==> config.mk <==
export PLATFORM = sky130hd
export DESIGN_NAME = bus_window_decoder
export DESIGN_NICKNAME = d
export VERILOG_FILES = /design/src/rtl/bus_window_decoder.sv
export SDC_FILE = /design/constraint.sdc
export NUM_CORES = 1
export LEC_CHECK = 0
export ABC_AREA = 1
export BUFFER_PORTS_ARGS = -buffer_cell sky130_fd_sc_hd__buf_2
export CAP_MARGIN = 40
export CELL_PAD_IN_SITES_DETAIL_PLACEMENT = 0
export CELL_PAD_IN_SITES_GLOBAL_PLACEMENT = 2
export CORE_MARGIN = 2
export CORE_UTILIZATION = 13
export DETAILED_ROUTE_END_ITERATION = 10
export PLACE_DENSITY_LB_ADDON = 0.3
export RECOVER_POWER = 25
export SLEW_MARGIN = 20
export SYNTH_ARGS = -nofsm -noshare
export SYNTH_HDL_FRONTEND = slang
export SYNTH_SLANG_ARGS = --single-unit
==> constraint.sdc <==
create_clock -name clk -period 0.9 [get_ports clk]
set_clock_uncertainty 0.1 [all_clocks]
set_input_delay 0.045 -clock clk [delete_from_list [all_inputs] [get_ports clk]]
set_output_delay 0.045 -clock clk [all_outputs]
set_load 0.02 [all_outputs]
==> src/rtl/bus_window_decoder.sv <==
module bus_window_decoder #(
  parameter int AW = 16,
  parameter int DW = 8,
  parameter logic [AW-1:0] W0_LO = 16'h0000,
  parameter logic [AW-1:0] W0_HI = 16'h7FFF,
  parameter logic [AW-1:0] W1_LO = 16'h8000,
  parameter logic [AW-1:0] W1_HI = 16'hBFFF,
  parameter logic [AW-1:0] W2_LO = 16'hC000,
  parameter logic [AW-1:0] W2_HI = 16'hEFFF
) (
  input  logic             clk,
  input  logic             rst_n,
  input  logic             m_valid,
  input  logic             m_write,
  input  logic [AW-1:0]    m_addr,
  input  logic [DW-1:0]    m_wdata,
  output logic [DW-1:0]    m_rdata,
  output logic             m_unmapped,
  output logic [2:0]       s_sel,
  output logic             s_write,
  output logic [AW-1:0]    s_addr,
  output logic [DW-1:0]    s_wdata,
  input  logic [3*DW-1:0]  s_rdata
);
  localparam int NS = 3;
  localparam logic [AW-1:0] LO [NS] = '{W0_LO, W1_LO, W2_LO};
  localparam logic [AW-1:0] HI [NS] = '{W0_HI, W1_HI, W2_HI};

  logic [NS-1:0] hit;
  logic [DW-1:0] slave_byte;
  logic [DW-1:0] bus_hold;
  logic          rd_hit;

  for (genvar i = 0; i < NS; i++) begin : g_win
    logic [AW-1:0] off;
    assign off    = m_addr - LO[i];
    assign hit[i] = off <= (HI[i] - LO[i]);
  end

  assign s_sel      = m_valid ? hit : '0;
  assign m_unmapped = m_valid && (hit == '0);
  assign s_write    = m_write;
  assign s_addr     = m_addr;
  assign s_wdata    = m_wdata;

  always_comb begin
    slave_byte = '0;
    for (int i = 0; i < NS; i++)
      if (hit[i]) slave_byte = s_rdata[i*DW +: DW];
  end

  assign rd_hit  = m_valid && !m_write && (hit != '0);
  assign m_rdata = rd_hit ? slave_byte : bus_hold;

  always_ff @(posedge clk) begin
    if (!rst_n)
      bus_hold <= '0;
    else if (m_valid && m_write)
      bus_hold <= m_wdata;
    else if (rd_hit)
      bus_hold <= slave_byte;
  end

  assert_one_select_R4: assert property (@(posedge clk) disable iff (!rst_n)
    $onehot0(s_sel));
  assert_idle_no_select_R4: assert property (@(posedge clk) disable iff (!rst_n)
    !m_valid |-> s_sel == '0);
  assert_hole_no_select_R7: assert property (@(posedge clk) disable iff (!rst_n)
    m_unmapped |-> s_sel == '0);
  assert_hold_takes_write_R8: assert property (@(posedge clk) disable iff (!rst_n)
    (m_valid && m_write) |=> bus_hold == $past(m_wdata));
  assert_hold_idle_stable_R11: assert property (@(posedge clk) disable iff (!rst_n)
    !m_valid |=> $stable(bus_hold));
  assert_hole_read_stable_R9: assert property (@(posedge clk) disable iff (!rst_n)
    (m_unmapped && !m_write) |=> $stable(bus_hold));
endmodule

==> results of run 1 <==
-- metrics by stage --
stage	cells	setup TNS, ns	hold WS (ns)
5_1_grt	333	-1.08	0.0834
4_1_cts	333	-0.724	0.0469
2_1_floorplan	165	0	0.0787
6_report	333	-0.621	0.0424
3_3_place_gp	309	-3.42	-0.00986
3_5_place_dp	309	-3.53	-0.00986
-- synth_stat cells --
master / n
nand2_1: 58
buf_4: 26
nand3_1: 24
inv_1: 20
nor2_1: 18
dfxtp_1: 8
inv_4: 2
nand2_2: 2
nor3_1: 2
a21oi_4: 1
buf_2: 1
inv_2: 1
nand2_4: 1
nand3_2: 1
-- routing by layer --
metal	vias up	routed length [um]	GRT usage [%]
met5	-	0	0
met4	0	24	2.94
met3	2	256	1.51
met2	46	1640	16.7
met1	454	1270	9.75
li1	622	-	-
-- path summary, 6_finish.rpt --
kind,end,slack (ns)
setup reg to reg,bus_hold[0],0.12
setup / recovery,m_rdata[7],-0.09
hold / removal,bus_hold[3],0.04
hold reg to reg,bus_hold[1],0.46
-- placed cells by master, fill, tap and decap left out, types with 3 or more instances in the layout --
cell type / instances
buf_12: 5
buf_2: 43
buf_4: 13
buf_6: 12
clkbuf_1: 7
clkbuf_8: 3
dfxtp_1: 8
dlygate4sd3_1: 12
inv_1: 14
inv_2: 5
inv_4: 3
nand2_1: 27
nand2_2: 20
nand2_4: 13
nand3_1: 15
nand3_2: 9
nor2_1: 18
-- cell families after synthesis --
family	after synthesis	share of synthesized area (%)
simple gates	106	49.0
compound gates	1	1.77
buf+inv	50	31.8
flops	8	17.5
-- critical path, cell delays in order --
cell	delay, ns
buf_12	0.12
nand2_8	0.09
inv_8	0.04
a21oi_4	0.13
buf_12	0.17
nand2_4	0.06
nand2_2	0.07
buf_6	0.11
-- cell type report --
cell class / instances / area [sq um] / area share, %
timing repair buffer: 94 / 737 / 39.5
multi-input combinational: 107 / 686 / 36.8
sequential: 8 / 160 / 8.58
tap: 96 / 120 / 6.44
inverter: 23 / 106 / 5.70
clock buffer: 3 / 41.3 / 2.21
timing repair inverter: 2 / 15.0 / 0.805
-- power by group through the flow --
stage / combinational (mW) / sequential (mW) / clock (mW)
3_5_place_dp: 0.572 / 0.397 / 0
2_1_floorplan: 0.435 / 0.396 / 0
4_1_cts: 0.889 / 0.391 / 0.425
6_report: 0.902 / 0.393 / 0.410
3_3_place_gp: 0.574 / 0.398 / 0
5_1_grt: 0.994 / 0.395 / 0.442
-- what timing repair did --
item / in CTS / in global routing
setup endpoints to repair: 10 / 14
pin swaps: 20 / 9
buffers inserted: 6 / 0
endpoints found under the hold margin: 12 / 0
resized for setup: 79 / 22
cloned: 3 / 0
hold buffers: 12 / 0
==> impl_metrics.env, run 1 <==
export IMPL_status="finished, violations left"
export IMPL_violations="setup timing"
export IMPL_synth_top_area_cell="nand2_1"
export IMPL_die_area_sq_mm=0.00774
export IMPL_start_util_pct=13.5
export IMPL_p_sw_mw=0.616
export IMPL_p_int_mw=1.09
export IMPL_yosys_area_top_type_share_pct=23.7
export IMPL_area_growth_pct=103
export IMPL_place_congestion=0.645
export IMPL_finish_instance_area_sq_mm=0.00187
export IMPL_vias=1124
export IMPL_clock_fmax_ghz=1.01
export IMPL_worstPathArrival_ns=0.84
export IMPL_min_path_cells=5
export IMPL_io_pins=89
export IMPL_path_max_fanout=8
export IMPL_syn_num_nets=217
export IMPL_netlist_top_cells_area="nand2_1 24%, buf_4 21%, dfxtp_1 17%, nand3_1 13%, inv_1 8.2%"
export IMPL_syn_inst=165
export IMPL_drtPass1Iterations=3
export IMPL_p_sw_share_pct=36.1
export IMPL_ys_seq_area_share_pct=17.5
export IMPL_diodes=0
export IMPL_syn_avg_cell_area_sq_um=5.56
export IMPL_hold_class="in -> reg"
export IMPL_maxCapViolations=0
export IMPL_grt_start_max_net_pins=9
export IMPL_worstHoldStart="m_wdata[3]"
export IMPL_cts_tree="built"
export IMPL_slew_violations=0
export IMPL_fill_cells=778
export IMPL_period_needed_ns=0.986
export IMPL_pwr_density_cell_mw_per_mm2=914
export IMPL_cts_root_buf="clkbuf_8"
export IMPL_grt_pass1_vias=1179
export IMPL_via_per_inst=3.38
export IMPL_drive_above_1_share_pct=57.4
export IMPL_fin_ws_ns=-0.0858
export IMPL_r2r_cells=4
export IMPL_antenna_left=0
export IMPL_wl_per_cell_um=9.57
export IMPL_crit_start="m_addr[15]"
export IMPL_clock_sinks=8
export IMPL_drt_first_iter_violations=15
export IMPL_drc=0
export IMPL_core_area_sq_mm=0.00679
export IMPL_path_clk_slew_ns=0.04
export IMPL_start_kind="primary input"
export IMPL_port_buffers=64
export IMPL_place_worst_setup_slack_ns=-0.235
export IMPL_wirelength_um=3190
export IMPL_ir_drop_v=0.000304
export IMPL_power_mw=1.70
export IMPL_nets=291
export IMPL_clk_insertion_delay_late_ns=0.22
export IMPL_worst_slew_pin_slew_ns=0.241
export IMPL_dp_hpwl_um=2520
export IMPL_largest_reg_flops=8
export IMPL_overflow=0
export IMPL_end_kind="output port"
export IMPL_htreeDepth=1
export IMPL_rsz0062_at_grt="true"
export IMPL_r2r_start="bus_hold[0]"
export IMPL_worst_setup_path_type="in -> out"
export IMPL_postLayoutCoreUtil_pct=27.5
export IMPL_yosysWarnings=0
export IMPL_cp_required_ns=0.75
export IMPL_rows=30
export IMPL_comb_power_share_pct=52.9
export IMPL_yosysUniqueCellTypes=14
export IMPL_p_leak_nw=1.05
export IMPL_die_w_um=88.0
export IMPL_dpl_cell_area_sq_mm=0.00125
export IMPL_die_h_um=88.0
export IMPL_setup_viol_count_final=8
export IMPL_hold_violations=0
export IMPL_antenna_found_initial=0
export IMPL_period_share_pct=110
export IMPL_p_seq_share_pct=23.0
export IMPL_grt_pass1_wl_um=5300
export IMPL_netlist_area_sq_um=917
export IMPL_regMostFlops="bus_hold"
export IMPL_p_clk_share_pct=24.1
export IMPL_largestRegisters="bus_hold x8"
export IMPL_clockBufferDepth=2
export IMPL_cts_made_buffers=3
export IMPL_ys_ff_latch=8
export IMPL_slew_headroom_pct=83.9
export IMPL_grt_use_total_pct=8.77
No activity file was read; power rests on OpenSTA's default activity.
==> inputs of run 2 (changes only) <==
--- a/config.mk
+++ b/config.mk
@@ -15,6 +15,7 @@
 export DETAILED_ROUTE_END_ITERATION = 10
 export PLACE_DENSITY_LB_ADDON = 0.3
 export RECOVER_POWER = 25
+export SETUP_SLACK_MARGIN = 0.2
 export SLEW_MARGIN = 20
 export SYNTH_ARGS = -nofsm -noshare
 export SYNTH_HDL_FRONTEND = slang
==> run 2 against run 1 <==
The flow finishes with violations (hold timing, setup timing). Critical endpoint is now m_rdata[0]. Design area shrank 0.40%. Largest cell class is now multi-input gates. Final cell count decreased by 3.0%. Power shrank 0.41%. Critical path type unchanged. Sequential power increased by 1%. First-iteration DRC count is 47% higher.
==> impl_metrics.env, run 2 (synthesized netlist as in run 1, its figures left out) <==
export IMPL_wirelength_um=3190
export IMPL_setup_viol_count_final=10
export IMPL_clockBufferDepth=2
export IMPL_worst_setup_path_type="in -> out"
export IMPL_tns_ns=-0.674
export IMPL_via_per_inst=3.50
export IMPL_cp_required_ns=0.75
export IMPL_cts_made_buffers=3
export IMPL_antenna_found_initial=0
export IMPL_dp_hpwl_um=2510
export IMPL_area_growth_pct=103
export IMPL_grt_start_max_net_pins=10
export IMPL_final_cell_mix="47 x buf_2, 26 x nand2_2, 22 x nand2_1"
export IMPL_hold_ws_ns=-0.00999
export IMPL_wl_per_cell_um=9.88
export IMPL_io_pins=89
export IMPL_clock_fmax_ghz=1.01
export IMPL_core_area_sq_mm=0.00679
export IMPL_grt_use_total_pct=8.42
export IMPL_place_worst_setup_slack_ns=-0.220
export IMPL_drt_first_iter_violations=22
export IMPL_start_util_pct=13.5
export IMPL_place_congestion=0.672
export IMPL_p_leak_nw=1.05
export IMPL_clk_insertion_delay_late_ns=0.23
export IMPL_diodes=0
export IMPL_rsz0062_at_grt="true"
export IMPL_fin_ws_ns=-0.0874
export IMPL_htreeDepth=1
export IMPL_port_buffers=64
export IMPL_r2r_end="bus_hold[1]"
export IMPL_drc=0
export IMPL_largest_reg_flops=8
export IMPL_regMostFlops="bus_hold"
export IMPL_die_w_um=88.0
export IMPL_start_kind="primary input"
export IMPL_vias=1132
export IMPL_slew_violations=0
export IMPL_clock_sinks=8
export IMPL_r2r_setup_slack_ns=0.08
export IMPL_cts_tree="built"
export IMPL_status="finished, violations left"
export IMPL_drive_above_1_share_pct=69.6
export IMPL_worstPathArrival_ns=0.84
export IMPL_r2r_cells=5
export IMPL_cp_slowest_cell="buf_12"
export IMPL_period_needed_ns=0.987
export IMPL_grt_pass1_wl_um=5140
export IMPL_rows=30
export IMPL_antenna_left=0
export IMPL_cp_endpoint="m_rdata[0]"
export IMPL_r2r_start="bus_hold[1]"
export IMPL_worst_slew_pin_slew_ns=0.241
export IMPL_largestRegisters="bus_hold x8"
export IMPL_postLayoutCoreUtil_pct=27.3
export IMPL_hold_violations=12
export IMPL_hold_class="in -> out"
export IMPL_final_common_cell="buf_2"
export IMPL_path_max_fanout=8
export IMPL_nets=281
export IMPL_cts_root_buf="clkbuf_8"
export IMPL_slew_headroom_pct=83.9
export IMPL_period_share_pct=110
export IMPL_end_kind="output port"
export IMPL_slowest_delay_ns=0.17
export IMPL_grt_pass1_vias=1125
export IMPL_die_area_sq_mm=0.00774
export IMPL_ir_drop_v=0.000215
export IMPL_die_h_um=88.0
export IMPL_drtPass1Iterations=3
export IMPL_violations="hold timing, setup timing"
export IMPL_overflow=0
export IMPL_fill_cells=771
export IMPL_pwr_density_cell_mw_per_mm2=914
export IMPL_path_cells="buf_8 > nand2_8 > inv_8 > a21oi_4 > buf_12 > nand2_4 > nand2_2 > buf_6"
export IMPL_crit_start="m_addr[13]"
export IMPL_maxCapViolations=0
## run 2: cell types whose count changed in the layout (fill, tap and decap cells not counted), moves of 5 or more
cell	change
buf_6	+7
clkbuf_1	-7
dlygate4sd3_1	-12
nand2_1	-5
nand2_2	+6
## run 2: area by class of cell
cell class	instances	area [sq um]	area share [%]
repair buffers	85	677	36.4
inverters	23	120	6.46
well taps	96	120	6.46
flip-flops and latches	8	160	8.62
repair inverters	1	8.76	0.471
clock buffers	3	41.3	2.22
multi-input cells	107	731	39.3
## run 2: how the worst min path moves through the flow
stage / start / endpoint / slack (ns) / depth (start not counted)
detailed placement: m_addr[0] / s_addr[0] / -0.01 / 0
finish: m_addr[3] / s_addr[3] / -0.01 / 0
floorplan: m_addr[14] / s_sel[1] / 0.04 / 1
global placement: m_addr[0] / s_addr[0] / -0.01 / 0
global route: m_addr[6] / s_addr[6] / -0.01 / 0
CTS: m_addr[0] / s_addr[0] / -0.01 / 0
## run 2: report_power, final
part / internal [mW] / switching, mW / total, mW
Combinational: 0.411 / 0.459 / 0.870
Clock: 0.290 / 0.140 / 0.430
Sequential: 0.385 / 0.0123 / 0.397
## run 2: repair_timing
action | CTS | global route
gates cloned | 0 | 1
pin swaps | 20 | 13
hold endpoints to repair | 12 | 12
gates resized for setup | 92 | 28
setup buffers | 3 | 5
endpoints found under the setup margin | 20 | 20
## run 2: routing by layer
metal  up-vias  global-route usage, %  part of all wire, %
met4         0                   3.64                  1.6
met5         -                      0                    0
met3         7                   2.17                  7.8
met2        37                   14.4                   49
met1       487                   9.93                   42
li1        601                      -                    -
## run 2: critical path: cells and delay by family
kind / cells / cell delay [ns]
AOI/OAI and AO/OA: 1 / 0.15
buffers and inverters: 4 / 0.42
and+or+nand+nor: 3 / 0.21
## run 2: stage by stage
| step | power, mW | instance area [sq um] | instances | hold WS [ns] |
|---|---|---|---|---|
| after floorplan | 0.854 | 981 | 165 | 0.0413 |
| final | 1.70 | 1860 | 323 | -0.00999 |
| after global placement | 1.01 | 1330 | 311 | -0.00986 |
| after detailed placement | 1.01 | 1330 | 311 | -0.00986 |
| after CTS | 1.66 | 1720 | 317 | -0.00986 |
| after global routing | 1.81 | 1860 | 323 | -0.00997 |
==> inputs of run 3 (changes only) <==
--- a/config.mk
+++ b/config.mk
@@ -7,14 +7,14 @@
 export LEC_CHECK = 0
 export ABC_AREA = 1
 export BUFFER_PORTS_ARGS = -buffer_cell sky130_fd_sc_hd__buf_2
-export CAP_MARGIN = 40
+export CAP_MARGIN = 20
 export CELL_PAD_IN_SITES_DETAIL_PLACEMENT = 0
 export CELL_PAD_IN_SITES_GLOBAL_PLACEMENT = 2
 export CORE_MARGIN = 2
 export CORE_UTILIZATION = 13
 export DETAILED_ROUTE_END_ITERATION = 10
 export PLACE_DENSITY_LB_ADDON = 0.3
-export RECOVER_POWER = 25
+export RECOVER_POWER = 50
 export SETUP_SLACK_MARGIN = 0.2
 export SLEW_MARGIN = 20
 export SYNTH_ARGS = -nofsm -noshare
==> run 3 against run 2 <==
The flow still finishes with violations (hold timing, setup timing). Clock-buffer cell count unchanged. Via count unchanged. Final cell count unchanged. Global-route usage unchanged. Critical path depth unchanged. Critical path type unchanged.
==> impl_metrics.env, run 3 (synthesized netlist as in run 1, its figures left out) <==
export IMPL_status="finished, violations left"
export IMPL_violations="hold timing, setup timing"
export IMPL_p_leak_nw=1.04
export IMPL_dp_hpwl_um=2510
export IMPL_diodes=0
export IMPL_final_common_cell="buf_2"
export IMPL_largest_reg_flops=8
export IMPL_place_worst_setup_slack_ns=-0.220
export IMPL_regArea_sq_um=160
export IMPL_wl_per_cell_um=9.89
export IMPL_cp_required_ns=0.75
export IMPL_antenna_left=0
export IMPL_crit_start="m_addr[13]"
export IMPL_path_max_fanout=8
export IMPL_dpl_cell_area_sq_mm=0.00133
export IMPL_grt_pass1_vias=1125
export IMPL_hold_end="s_addr[3]"
export IMPL_cts_made_buffers=3
export IMPL_worstHoldStart="m_addr[3]"
export IMPL_worst_setup_path_type="in -> out"
export IMPL_r2r_cells=5
export IMPL_overflow=0
export IMPL_drive_above_1_share_pct=67.8
export IMPL_die_w_um=88.0
export IMPL_r2r_start="bus_hold[1]"
export IMPL_r2r_setup_slack_ns=0.08
export IMPL_finish_instance_area_sq_mm=0.00185
export IMPL_place_congestion=0.672
export IMPL_hold_class="in -> out"
export IMPL_drt_first_iter_violations=22
export IMPL_cts_tree="built"
export IMPL_slew_headroom_pct=83.9
export IMPL_drc=0
export IMPL_start_kind="primary input"
export IMPL_hold_ws_ns=-0.00999
export IMPL_end_kind="output port"
export IMPL_vias=1132
export IMPL_core_area_sq_mm=0.00679
export IMPL_worst_slew_pin_slew_ns=0.241
export IMPL_htreeDepth=1
export IMPL_wirelength_um=3200
export IMPL_cts_root_buf="clkbuf_8"
export IMPL_clk_insertion_delay_late_ns=0.23
export IMPL_area_growth_pct=102
export IMPL_regMostFlops="bus_hold"
export IMPL_slew_violations=0
export IMPL_die_h_um=88.0
export IMPL_die_area_sq_mm=0.00774
export IMPL_grt_use_total_pct=8.42
export IMPL_period_share_pct=110
export IMPL_min_path_cells=0
export IMPL_worstPathArrival_ns=0.84
export IMPL_rows=30
export IMPL_clock_sinks=8
export IMPL_clock_fmax_ghz=1.01
export IMPL_tns_ns=-0.680
export IMPL_io_pins=89
export IMPL_fin_ws_ns=-0.0876
export IMPL_maxCapViolations=0
export IMPL_rsz0062_at_grt="true"
export IMPL_nets=281
export IMPL_largestRegisters="bus_hold x8"
export IMPL_hold_violations=12
export IMPL_via_per_inst=3.50
export IMPL_period_needed_ns=0.988
export IMPL_ir_drop_v=0.000215
export IMPL_clockBufferDepth=2
export IMPL_grt_start_max_net_pins=10
export IMPL_r2r_end="bus_hold[1]"
export IMPL_pwr_density_cell_mw_per_mm2=915
export IMPL_antenna_found_initial=0
export IMPL_fill_cells=775
export IMPL_drtPass1Iterations=2
export IMPL_postLayoutCoreUtil_pct=27.3
export IMPL_start_util_pct=13.5
export IMPL_multi_input_area_sq_um=731
export IMPL_final_cell_mix="43 x buf_2, 26 x nand2_2, 22 x nand2_1"
export IMPL_port_buffers=64
export IMPL_setup_viol_count_final=10
export IMPL_grt_pass1_wl_um=5140
-- run 3: worst max path at each step --
stage                        endpoint  depth (start not counted)  slack (ns)
after global routing       m_rdata[1]                          8       -0.13
final                      m_rdata[0]                          8       -0.09
after detailed placement   m_rdata[0]                          9       -0.22
after CTS                  m_rdata[0]                          8       -0.10
after global placement     m_rdata[0]                          9       -0.21
after floorplan           bus_hold[1]                          8        0.13
-- run 3: area by class of cell --
class                   instances  area share (%)
flip-flops and latches          8            8.64
clock buffers                   3            2.23
repair buffers                 85            36.3
repair inverters                1           0.473
inverters                      23            6.48
well taps                      96            6.48
multi-input cells             107            39.4
-- run 3: power by group --
part	switching (mW)	total (mW)	internal, mW
logic	0.460	0.868	0.408
registers	0.0123	0.397	0.385
clock network	0.141	0.430	0.290
total	0.613	1.70	1.08
-- run 3: per-stage QoR --
stage               total power [mW]  std cells
floorplan                      0.854        165
global placement                1.01        311
detailed placement              1.01        311
CTS                             1.66        317
global route                    1.81        323
finish                          1.70        323
-- run 3: routing by layer --
layer | track usage [%] | part of all wire (%) | up-vias
li1 | - | - | 601
met1 | 9.93 | 42 | 487
met2 | 14.4 | 49 | 37
met3 | 2.17 | 7.8 | 7
met5 | 0 | 0 | -
met4 | 3.64 | 1.6 | 0
-- run 3: timing repair --
item | in CTS | in global routing
endpoints found under the hold margin | 12 | 12
resized for setup | 92 | 28
endpoints found under the setup margin | 20 | 20
buffers inserted | 3 | 5
pin swaps | 20 | 13
cloned | 0 | 1
-- run 3: worst max-delay path, stage by stage --
cell and delay [ns]:
buf_8 0.10, nand2_8 0.08, inv_8 0.04, a21oi_4 0.15
buf_12 0.17, nand2_4 0.06, nand2_2 0.07, buf_6 0.11
